### src/rtl/sdram_init_pkg.sv
package sdram_init_pkg;

    typedef enum logic [3:0] {
        ST_IDLE,
        ST_WAIT,
        ST_PRE,
        ST_TRP,
        ST_REF,
        ST_TRFC,
        ST_MRS,
        ST_TMRD,
        ST_DONE
    } seq_state_e;

    // {cs_n, ras_n, cas_n, we_n}
    typedef logic [3:0] cmd_t;

    localparam cmd_t CMD_DESEL = 4'b1111;
    localparam cmd_t CMD_NOP   = 4'b0111;
    localparam cmd_t CMD_PRE   = 4'b0010;
    localparam cmd_t CMD_REF   = 4'b0001;
    localparam cmd_t CMD_MRS   = 4'b0000;

    localparam int PRE_ALL_BIT = 10;

endpackage

### src/rtl/sdram_init_wait_cnt.sv
module sdram_init_wait_cnt #(
    parameter int WAIT_CYC = 12500
) (
    input  logic clk,
    input  logic rst_n,
    input  logic clear,
    input  logic enable,
    output logic expired
);
    localparam int CW = $clog2(WAIT_CYC + 1);
    localparam logic [CW-1:0] LIMIT = CW'(WAIT_CYC);

    logic [CW-1:0] cnt_d, cnt_q;

    always_comb begin
        cnt_d = cnt_q;
        if (clear) begin
            cnt_d = '0;
        end else if (enable && (cnt_q != LIMIT)) begin
            cnt_d = cnt_q + 1'b1;
        end
    end

    always_ff @(posedge clk or negedge rst_n) begin
        if (!rst_n) cnt_q <= '0;
        else        cnt_q <= cnt_d;
    end

    assign expired = (cnt_q == LIMIT);

    // a loss of clock stability restarts the count
    p_clear_restarts_r9: assert property (@(posedge clk) disable iff (!rst_n)
        clear |=> (cnt_q == '0));

endmodule

### src/rtl/sdram_init_gap_cnt.sv
module sdram_init_gap_cnt #(
    parameter int CW = 4
) (
    input  logic          clk,
    input  logic          rst_n,
    input  logic          load,
    input  logic [CW-1:0] load_val,
    output logic          last
);
    logic [CW-1:0] cnt_d, cnt_q;

    always_comb begin
        cnt_d = cnt_q;
        if (load) begin
            cnt_d = load_val;
        end else if (cnt_q != '0) begin
            cnt_d = cnt_q - 1'b1;
        end
    end

    always_ff @(posedge clk or negedge rst_n) begin
        if (!rst_n) cnt_q <= '0;
        else        cnt_q <= cnt_d;
    end

    assign last = (cnt_q == CW'(1));

    // each gap starts from the full programmed length
    p_gap_load_r5: assert property (@(posedge clk) disable iff (!rst_n)
        load |=> (cnt_q == $past(load_val)));

endmodule

### src/rtl/sdram_init_cmd_enc.sv
module sdram_init_cmd_enc
    import sdram_init_pkg::*;
#(
    parameter int                ADDR_W    = 13,
    parameter int                BA_W      = 2,
    parameter logic [ADDR_W-1:0] MODE_WORD = 'h033
) (
    input  seq_state_e        state,
    output cmd_t              cmd,
    output logic [ADDR_W-1:0] addr,
    output logic [BA_W-1:0]   ba
);
    always_comb begin
        cmd  = CMD_NOP;
        addr = '0;
        ba   = '0;
        unique case (state)
            ST_IDLE: cmd = CMD_DESEL;
            ST_PRE: begin
                cmd               = CMD_PRE;
                addr[PRE_ALL_BIT] = 1'b1;
            end
            ST_REF: cmd = CMD_REF;
            ST_MRS: begin
                cmd  = CMD_MRS;
                addr = MODE_WORD;
            end
            default: cmd = CMD_NOP;
        endcase
    end

endmodule

### src/rtl/sdram_powerup_seq.sv
module sdram_powerup_seq
    import sdram_init_pkg::*;
#(
    parameter int                CLK_FREQ_MHZ = 125,
    parameter int                TRP_CYC      = 3,
    parameter int                TRFC_CYC     = 9,
    parameter int                TMRD_CYC     = 2,
    parameter int                ADDR_W       = 13,
    parameter int                BA_W         = 2,
    parameter logic [ADDR_W-1:0] MODE_WORD    = 'h033
) (
    input  logic              clk,
    input  logic              rst_n,
    input  logic              clk_stable,
    output logic              sd_cs_n,
    output logic              sd_ras_n,
    output logic              sd_cas_n,
    output logic              sd_we_n,
    output logic [ADDR_W-1:0] sd_addr,
    output logic [BA_W-1:0]   sd_ba,
    output logic              init_done
);
    localparam int WAIT_CYC = 100 * CLK_FREQ_MHZ;
    localparam int GAP_MAX1 = (TRP_CYC > TRFC_CYC) ? TRP_CYC : TRFC_CYC;
    localparam int GAP_MAX  = (GAP_MAX1 > TMRD_CYC) ? GAP_MAX1 : TMRD_CYC;
    localparam int GAP_W    = $clog2(GAP_MAX + 1);

    typedef struct packed {
        seq_state_e state;
        logic       ref_second;
        logic       done;
    } seq_t;

    seq_t             seq_d, seq_q;
    logic             wait_expired;
    logic             gap_last;
    logic             gap_load;
    logic [GAP_W-1:0] gap_val;
    cmd_t             cmd;

    sdram_init_wait_cnt #(.WAIT_CYC(WAIT_CYC)) u_wait (
        .clk     (clk),
        .rst_n   (rst_n),
        .clear   (!clk_stable),
        .enable  (seq_q.state == ST_WAIT),
        .expired (wait_expired)
    );

    sdram_init_gap_cnt #(.CW(GAP_W)) u_gap (
        .clk      (clk),
        .rst_n    (rst_n),
        .load     (gap_load),
        .load_val (gap_val),
        .last     (gap_last)
    );

    sdram_init_cmd_enc #(
        .ADDR_W    (ADDR_W),
        .BA_W      (BA_W),
        .MODE_WORD (MODE_WORD)
    ) u_enc (
        .state (seq_q.state),
        .cmd   (cmd),
        .addr  (sd_addr),
        .ba    (sd_ba)
    );

    // gap length is loaded while the command itself is on the pins
    always_comb begin
        gap_load = 1'b1;
        gap_val  = '0;
        unique case (seq_q.state)
            ST_PRE:  gap_val = GAP_W'(TRP_CYC);
            ST_REF:  gap_val = GAP_W'(TRFC_CYC);
            ST_MRS:  gap_val = GAP_W'(TMRD_CYC);
            default: gap_load = 1'b0;
        endcase
    end

    always_comb begin
        seq_d = seq_q;
        unique case (seq_q.state)
            ST_IDLE: if (clk_stable) seq_d.state = ST_WAIT;
            ST_WAIT: begin
                if (!clk_stable)       seq_d.state = ST_IDLE;
                else if (wait_expired) seq_d.state = ST_PRE;
            end
            ST_PRE:  seq_d.state = ST_TRP;
            ST_TRP:  if (gap_last) seq_d.state = ST_REF;
            ST_REF:  seq_d.state = ST_TRFC;
            ST_TRFC: begin
                if (gap_last) begin
                    if (!seq_q.ref_second) begin
                        seq_d.state      = ST_REF;
                        seq_d.ref_second = 1'b1;
                    end else begin
                        seq_d.state = ST_MRS;
                    end
                end
            end
            ST_MRS:  seq_d.state = ST_TMRD;
            ST_TMRD: begin
                if (gap_last) begin
                    seq_d.state = ST_DONE;
                    seq_d.done  = 1'b1;
                end
            end
            default: seq_d.state = ST_DONE;
        endcase
    end

    always_ff @(posedge clk or negedge rst_n) begin
        if (!rst_n) seq_q <= '{state: ST_IDLE, ref_second: 1'b0, done: 1'b0};
        else        seq_q <= seq_d;
    end

    assign {sd_cs_n, sd_ras_n, sd_cas_n, sd_we_n} = cmd;
    assign init_done = seq_q.done;

    // instability before the sequence leaves the wait means deselect
    p_desel_unstable_r2: assert property (@(posedge clk) disable iff (!rst_n)
        (!clk_stable && (seq_q.state inside {ST_IDLE, ST_WAIT})) |=> sd_cs_n);

    // precharge only after the full wait has been counted
    p_pre_after_wait_r3: assert property (@(posedge clk) disable iff (!rst_n)
        (cmd == CMD_PRE) |-> $past(wait_expired));

    // precharge targets all banks
    p_pre_all_r4: assert property (@(posedge clk) disable iff (!rst_n)
        (cmd == CMD_PRE) |-> (sd_addr[PRE_ALL_BIT] && (sd_ba == '0)));

    // every refresh follows a NOP gap
    p_ref_gap_r6: assert property (@(posedge clk) disable iff (!rst_n)
        (cmd == CMD_REF) |-> ($past(cmd) == CMD_NOP));

    // mode load carries the mode word with banks at zero
    p_mrs_word_r7: assert property (@(posedge clk) disable iff (!rst_n)
        (cmd == CMD_MRS) |-> ((sd_addr == MODE_WORD) && (sd_ba == '0)));

    // ready flag is sticky and the pins idle afterwards
    p_done_sticky_r8: assert property (@(posedge clk) disable iff (!rst_n)
        init_done |=> init_done);
    p_done_nop_r8: assert property (@(posedge clk) disable iff (!rst_n)
        init_done |-> (cmd == CMD_NOP));

endmodule

### config.mk
export PLATFORM = sky130hd
export DESIGN_NAME = sdram_powerup_seq
export DESIGN_NICKNAME = d
export VERILOG_FILES = /design/src/rtl/sdram_init_pkg.sv /design/src/rtl/sdram_init_wait_cnt.sv /design/src/rtl/sdram_init_gap_cnt.sv /design/src/rtl/sdram_init_cmd_enc.sv /design/src/rtl/sdram_powerup_seq.sv
export SDC_FILE = /design/constraint.sdc
export NUM_CORES = 1
export LEC_CHECK = 0
export BUFFER_PORTS_ARGS = -buffer_cell sky130_fd_sc_hd__buf_2
export CAP_MARGIN = 20
export CORE_MARGIN = 2
export CORE_UTILIZATION = 56
export DETAILED_ROUTE_END_ITERATION = 6
export HOLD_SLACK_MARGIN = 0.12
export PLACE_DENSITY = 0.78
export SLEW_MARGIN = 0
export SYNTH_ARGS = -nofsm -noshare
export SYNTH_HDL_FRONTEND = slang
export SYNTH_HIERARCHICAL = 1
export SYNTH_SLANG_ARGS = --single-unit
### constraint.sdc
create_clock -name clk -period 2.9 [get_ports clk]
set_input_delay 0.29 -clock clk [delete_from_list [all_inputs] [get_ports clk]]
set_output_delay 0.29 -clock clk [all_outputs]
set_load 0.02 [all_outputs]
# [After elaboration in Yosys (flattened, before gate mapping)]
# Index checks and enable logic that the tools add are counted.
# Widths: inputs -> output; s select.
[op_classes] reduce_logical=8 n_addsub=2 muxes=17 n_eq_ne=16
[ops] cell="$pmux 4 s8" n=1
[ops] cell="$mux 14" n=2
[ops] cell="$mux 4" n=7
[ops] cell="$eq 4x3->1 const B" n=4
[ops] cell="$pmux 4 s4" n=1
[ops] cell="$add 14x1->14 const B" n=1
[ops] cell="$eq 14x14->1 const B" n=1
[ops] cell="$ne 14x14->1 const B" n=1
[ops] cell="$pmux 4 s3" n=1
[ops] cell="$eq 4x1->1 const B" n=2
[ops] cell="$eq 4x2->1 const B" n=2
[ops] cell="$ne 2x2->1 const B" n=4
[ops] cell="$mux 6" n=1
[ops] cell="$mux 5" n=1
[ops] cell="$reduce_and 5->1" n=1
[ops] cell="$logic_not 4->1" n=1
[ops] cell="$reduce_and 2->1" n=2
[ops] cell="$reduce_bool 4->1" n=1
[ops] cell="$sub 4x1->4 const B" n=1
[ops] cell="$ne 3x3->1 const B" n=1
[ops] cell="$reduce_or 3->1" n=1
[ops] cell="$mux 1" n=2
[ops] cell="$mux 2" n=1
[ops] cell="$ne 2x1->1 const B" n=1
[ops] cell="other kinds (2)" n=2
[totals] regBits=24 out_inout_bits=20 word_cells=48 in_bits=3

# [Depth between registers and ports, before layout]
# Gate-level depths: netlist of the first run.
[depth] word_depth=4 depth_mapped=7

# [Modules after synthesis]
# The synthesis of the first run kept the hierarchy.
[modules_own_cells] module="sdram_init_wait_cnt" area_each_um2=787.0 cells_each=79 seq_area_each_um2=350.3 n_inst=1
[modules_own_cells] module="sdram_powerup_seq" area_each_um2=382.9 cells_each=42 seq_area_each_um2=150.1 n_inst=1
[modules_own_cells] module="sdram_init_gap_cnt" area_each_um2=265.3 cells_each=24 seq_area_each_um2=100.1 n_inst=1
[modules_own_cells] module="sdram_init_cmd_enc" area_each_um2=142.6 cells_each=21 seq_area_each_um2=0.0 n_inst=1

# [Worst setup path before layout of the first run]
# OpenSTA, ideal clock, no wires.
[synth_path] path_kind="reg2reg" start="register seq_q[3] (netlist bit)" end="register u_wait.cnt_q[7]" path_slack_ps=474 t_arrival_ps=2301 n_path_buf=0 synth_period_minus_slack_ps=2426 required_ps=2775 stages_incl_launch_ff=7 cell_sequence="dfrtp_1 or3b_1 nor2_1 bufinv_8 a41o_4 or4_4 mux2_4"
[synth_via] elab_chain_cells=3
[synth_rtl] item="start: declaration" line="sdram_powerup_seq.sv:34" rtl="seq_t seq_d, seq_q;"
[synth_rtl] item="start signal: assignment" line="sdram_powerup_seq.sv:113" rtl="if (!rst_n) seq_q <= '{state: ST_IDLE, ref_second: 1'b0, done: 1'b0};"
[synth_rtl] item="start signal: assignment" line="sdram_powerup_seq.sv:114" rtl="else seq_q <= seq_d;"
[synth_rtl] item="$eq 4x1->1" line="sdram_powerup_seq.sv:45" rtl=".enable (seq_q.state == ST_WAIT),"
[synth_rtl] item="$logic_and 1x1->1" line="sdram_init_wait_cnt.sv:19" rtl="end else if (enable && (cnt_q != LIMIT)) begin"
[synth_rtl] item="$ne 2x1->1 (no line)"
[synth_rtl] item="end signal: assignment" line="sdram_init_wait_cnt.sv:26" rtl="else cnt_q <= cnt_d;"
[synth_rtl] item="end: declaration" line="sdram_init_wait_cnt.sv:13" rtl="logic [CW-1:0] cnt_d, cnt_q;"
# No other way between the ends.
# A chain may end at the register's enable or synchronous reset.

# [Final worst setup path of the first run]
# Ends and elaborated chain as after synthesis.

==> flow_summary.ini, run 1 <==
[pwr]
p_switching_mw = 0.557
clkPwrFrac_pct = 16.5
leakage_nw = 0.728
comb_power_share_pct = 51.0
p_int_mw = 0.875
power_density_nw_per_um2 = 852
p_seq_share_pct = 32.5
swShare_pct = 38.9
peakVddDrop_mv = 0.667

[route]
antenna_left = 0
viasPerCell = 5.68
wl_met2_um = 1290
vias = 1181
drc = 0
drt_iter0_drc = 49
drt-pass1-iter-count = 4
top_layer_used = met4
routedWlPerCell_um = 13.5
dr_wl_met3_um = 131
routed_wirelength_um = 2810
met1_length_um = 1370

[placed_design]
hpwlAfterDp_um = 2010
place.gp.congestion = 0.839
pre_cts_slack_ps = 426
numPortBuffers = 12

[global_route]
grt_pass1_vias = 1113
gr-total-overflow = 0
grt_pass1_wl_um = 5140
grt_max_degree = 25
grt_usage_pct = 19.6
antenna_found_initial = 0

[synthesis]
synth-simple-area-share_pct = 26.2
synth_compound_area_share_pct = 9.20
synth_top_area_share_pct = 38.1
async_flop_share_pct = 100
synth.cell_area_um2 = 1580
synth_cell_types = 49
yosys_most_used_dff = dfrtp_1
synth_top_family_by_area = simple AND/OR/NAND/NOR gates
syn_area_per_cell_um2 = 9.50
synthTopCellsByCount = dfrtp_1 (24), nor2_1 (16), buf_4 (14)
synth.area.top_cells = dfrtp_1 (38%), buf_4 (6.7%), xnor2_1 (6.1%)
ys_seq_area_share_pct = 38.1
ys_warn_count = 6
synth_edf_count = 0
synth_adder_area_share_pct = 3.97
syn-instance-count = 166
muxShareOfSynthArea_pct = 4.36
ys_seq_elements = 24
yosys.area.top_type = dfrtp_1
post-synth-top-count-cell = dfrtp_1
synthXorXnorAreaFrac_pct = 6.66

[setup_path]
end_kind = flop
critPathMaxStageDelay_ps = 520
setup.worst_path.class = flop to flop
worstPathBufferInverterCount = 1
cp_cell_sequence = or3b_1 -> nor2_1 -> bufinv_8 -> a41o_4 -> or4_4 -> mux2_4
critPathArrivalTime_ps = 2730
slowest_stage = or4_4
cp_max_fo = 7
startpoint_type = flop
crit_family = simple AND/OR/NAND/NOR gates
worstPathRequired_ps = 3110

[cts]
cts_made_buffers = 3
clock-sinks = 24
cts-root-buf = clkbuf_4
clkTransAtPathRegs_ps = 140
tritoncts = yes
htree_num_levels = 1
clock_latency_ps = 310
cts.path.max_buffers = 2
cts_resized = 0

[sta]
finClkSkew_ps = 13.2
rsz0062_at_grt = false
hold_violations = 0
setup_ws_ps = 385
tightest_slew_ps = 867
relSlewSlack_pct = 41.8
fin_tns_setup_ps = 0
fin_crit_sh_pct = 86.7
fmax_mhz = 398
slew_violations = 0
setup_viol_count_final = 0
period_needed_ps = 2510

[cells_and_area]
num_antenna_cells = 0
seq_area_um2 = 601
drive_above_1_share_pct = 18.1
nFillCells = 222
final_nets = 186
syn2layout_area_growth_pct = 6.42
multi_input_comb_area_um2 = 836

[floorplan]
die_x_um = 57.1
fp.dieArea_um2 = 3260
rows = 19
fp.dieH_um = 57.1
initial_core_util_pct = 58.2
io_pins = 23
design.core.area_um2 = 2710

[run]
maxCapViolCount = 0

[status]
outcome = complete, no violations

[worst_hold_path]
hp-class = input port to asynchronous set/reset pin
==> what timing repair did <==
action                                  CTS  global route
setup buffers                             0             0
hold buffers                              1             0
endpoints found under the hold margin    24             0
endpoints found under the setup margin    0             0
==> worst paths after layout <==
kind                                  from              end  slack, ps  cells after the start
worst min-delay path                 rst_n  u_wait/cnt_q[7]        470                      2
worst min register to register    seq_q[1]         seq_q[1]        480                      1
worst max register to register    seq_q[3]  u_wait/cnt_q[7]        390                      6
max in group asynchronous            rst_n         seq_q[1]       2070                      2
min in group clk                clk_stable         seq_q[2]        480                      4
worst max-delay path              seq_q[3]  u_wait/cnt_q[7]        390                      6
==> worst reg2reg max path, delay by kind of cell (launching register included) <==
family / cells / cell delay (ps)
DFF: 1 / 400
buffers and inverters: 1 / 240
AOI/OAI and AO/OA: 1 / 260
muxes: 1 / 310
and+or+nand+nor: 3 / 1210
==> area by class of cell <==
class	count	share of cell area, %
clock buffers	3	1.34
inverters	10	3.06
repair buffers	17	5.96
multi-input cells	122	49.8
well taps	31	2.31
clock inverters	1	1.79
flip-flops and latches	24	35.8
==> power groups by stage <==
stage / combinational [mW] / clock, mW / sequential (mW)
6_report: 0.730 / 0.237 / 0.465
4_1_cts: 0.728 / 0.244 / 0.464
3_3_place_gp: 0.689 / 0 / 0.465
5_1_grt: 0.816 / 0.256 / 0.475
3_5_place_dp: 0.715 / 0 / 0.471
2_1_floorplan: 0.563 / 0 / 0.483
==> per-layer routing <==
metal  vias up  global-route usage [%]
li1        583                       -
met1       566                    28.8
met2        30                    31.2
met3         2                    2.95
met4         0                    3.65
met5         -                       0
==> cells by family (layout without fill, tap and decap cells) <==
logic type | after synthesis | in the layout
AND/OR/NAND/NOR | 68 | 68
buffers and inverters | 29 | 31
flip-flops | 24 | 24
AO/OA/AOI/OAI | 20 | 20
XOR/XNOR | 12 | 12
multiplexers | 6 | 6
adder cells (fa/ha/maj) | 5 | 5
other | 2 | 11
==> layout by cell type (no fill, tap or decap), types with 6 or more instances in the layout <==
cell and instances:
xnor2_1 11, nor2_1 16, nand2_1 6, dfrtp_1 24, nand4_1 6, nor3_1 7, buf_2 12, conb_1 11
inv_1 8
==> sequential cells by signal, indices dropped and copies added, names as in the netlist <==
| register | cells |
|---|---|
| init_done | 1 |
| seq_q | 5 |
| u_gap/cnt_q | 4 |
| u_wait/cnt_q | 14 |
==> per-stage QoR <==
stage               power (mW)  area, µm²  std cells  utilization, %  hold slack (ps)
global placement          1.15       1620        203            59.6              294
global route              1.55       1680        208            62.0              490
CTS                       1.44       1680        208            62.0              469
floorplan                 1.05       1610        175               -            -5.59
finish                    1.43       1680        208            62.0              469
detailed placement        1.19       1620        203            59.6              301
(Power assumes the default switching activity.)
==> run 2, diff against run 1 <==
Settings changed: CORE_UTILIZATION 56 to 51, PLACE_DENSITY 0.78 to 0.75.
Clock period 2.9 ns to 2 ns, I/O delays scaled along.
==> flow_summary.ini, run 2 (synthesis gave the netlist of run 1 again) <==
[sta]
rsz0062_at_grt = true
setup_ws_ps = -163
period_needed_ps = 2160
fin_tns_setup_ps = -185
setup_viol_count_final = 2
fmax_mhz = 462
hold_violations = 0
finClkSkew_ps = 6.76
fin_crit_sh_pct = 108
tightest_slew_ps = 541
relSlewSlack_pct = 63.9
slew_violations = 0

[global_route]
grt_usage_pct = 20.2
gr-total-overflow = 0
grt_max_degree = 25
antenna_found_initial = 0
grt_pass1_wl_um = 5400
grt_pass1_vias = 1213

[run]
maxCapViolCount = 0

[status]
violations = setup timing
outcome = complete, but fails checks

[cells_and_area]
fin_util_pct = 61.1
seq_area_um2 = 601
largest-register = u_wait/cnt_q
final_nets = 199
final_cell_mix = dfrtp_1 (24), buf_4 (16), nor2_1 (15)
top_regs = u_wait/cnt_q x14, seq_q x5, u_gap/cnt_q x4
syn2layout_area_growth_pct = 16.3
largest_reg_flops = 14
drive_above_1_share_pct = 28.9
multi_input_comb_area_um2 = 895
final_common_cell = dfrtp_1
num_antenna_cells = 0
nFillCells = 254

[floorplan]
die_x_um = 59.6
initial_core_util_pct = 52.5
design.core.area_um2 = 3000
fp.dieArea_um2 = 3550
fp.dieH_um = 59.6
rows = 20
io_pins = 23

[pwr]
clkPwrFrac_pct = 15.6
p_int_mw = 1.42
swShare_pct = 39.1
leakage_nw = 0.794
power_density_nw_per_um2 = 1270
peakVddDrop_mv = 0.548
p_seq_share_pct = 29.1
comb_power_share_pct = 55.3
p_switching_mw = 0.910

[setup_path]
startpoint_type = flop
r2r_end = u_wait/cnt_q[7]
critPathArrivalTime_ps = 2390
startpoint = seq_q[5]
rrSetupSlack_ps = -160
r2r_start = seq_q[5]
cp_max_fo = 2
end_kind = flop
r2r.worst_path.cells = 6
worstPathRequired_ps = 2230
crit_end = u_wait/cnt_q[7]
setup.worst_path.class = flop to flop

[cts]
htree_num_levels = 1
clock_latency_ps = 320
cts-root-buf = clkbuf_4
cts.path.max_buffers = 2
tritoncts = yes
cts_made_buffers = 3
clock-sinks = 24
clkTransAtPathRegs_ps = 150

[route]
drt_iter0_drc = 87
vias = 1253
drt-pass1-iter-count = 4
routed_wirelength_um = 3260
drc = 0
routedWlPerCell_um = 14.6
viasPerCell = 5.62
antenna_left = 0

[worst_hold_path]
hold-path-cell-count = 4
hp-class = input port to flop

[placed_design]
hpwlAfterDp_um = 2290
numPortBuffers = 12
place.gp.congestion = 0.799
==> run 2: changes by cell type in the layout (fill, tap and decap cells not counted), sizes merged <==
cell,previous run,this run
buf,16,29
inv,9,10
bufinv,2,1
==> run 2: power by group through the flow <==
stage | clock network [mW] | logic (mW) | registers, mW
global route | 0.391 | 1.40 | 0.690
CTS | 0.368 | 1.23 | 0.676
detailed placement | 0 | 1.17 | 0.687
finish | 0.362 | 1.29 | 0.677
floorplan | 0 | 0.832 | 0.702
global placement | 0 | 1.12 | 0.677
==> run 2: timing repair <==
action	CTS	global route
endpoints found under the hold margin	24	0
hold buffers	1	0
setup endpoints to repair	6	9
pin swaps	5	2
gates resized for setup	5	5
buffers inserted	1	2
==> run 2: cell type report <==
class                           instances  share of cell area, %
Timing Repair Buffer                   30                   11.0
Tap cell                               33                   2.25
Sequential cell                        24                   32.7
Clock buffer                            3                   1.23
Multi-Input combinational cell        122                   48.7
Clock inverter                          1                   1.64
Inverter                               10                   2.45
==> run 2: worst min-delay path by stage <==
stage,from,endpoint
2_1_floorplan,rst_n,init_done
3_3_place_gp,rst_n,init_done
3_5_place_dp,rst_n,init_done
4_1_cts,clk_stable,seq_q[2]
5_1_grt,clk_stable,seq_q[2]
6_report,clk_stable,seq_q[2]
==> run 2: worst max-delay path, stage by stage (launching register included) <==
cell and delay (ps):
dfrtp_1 410, or3b_4 410, nor2_4 170, inv_8 40
a41o_4 230, or4_4 510, mux2_4 300
==> run 2: through the flow <==
stage | instance area (µm²) | cells | hold WS [ps] | setup WS [ps] | power (mW)
2_1_floorplan | 1620 | 175 | -95.6 | -236 | 1.53
3_3_place_gp | 1710 | 216 | 209 | -136 | 1.80
3_5_place_dp | 1710 | 216 | 223 | -163 | 1.86
4_1_cts | 1810 | 222 | 289 | -147 | 2.28
5_1_grt | 1840 | 223 | 333 | -207 | 2.48
6_report | 1840 | 223 | 298 | -163 | 2.33
==> run 2: per-layer routing <==
layer	part of all wire, %	track usage [%]	vias to the layer above
li1	-	-	608
met1	44	25.0	606
met2	51	36.1	37
met3	4.7	1.97	2
met4	0.58	7.30	0
met5	0	0	-
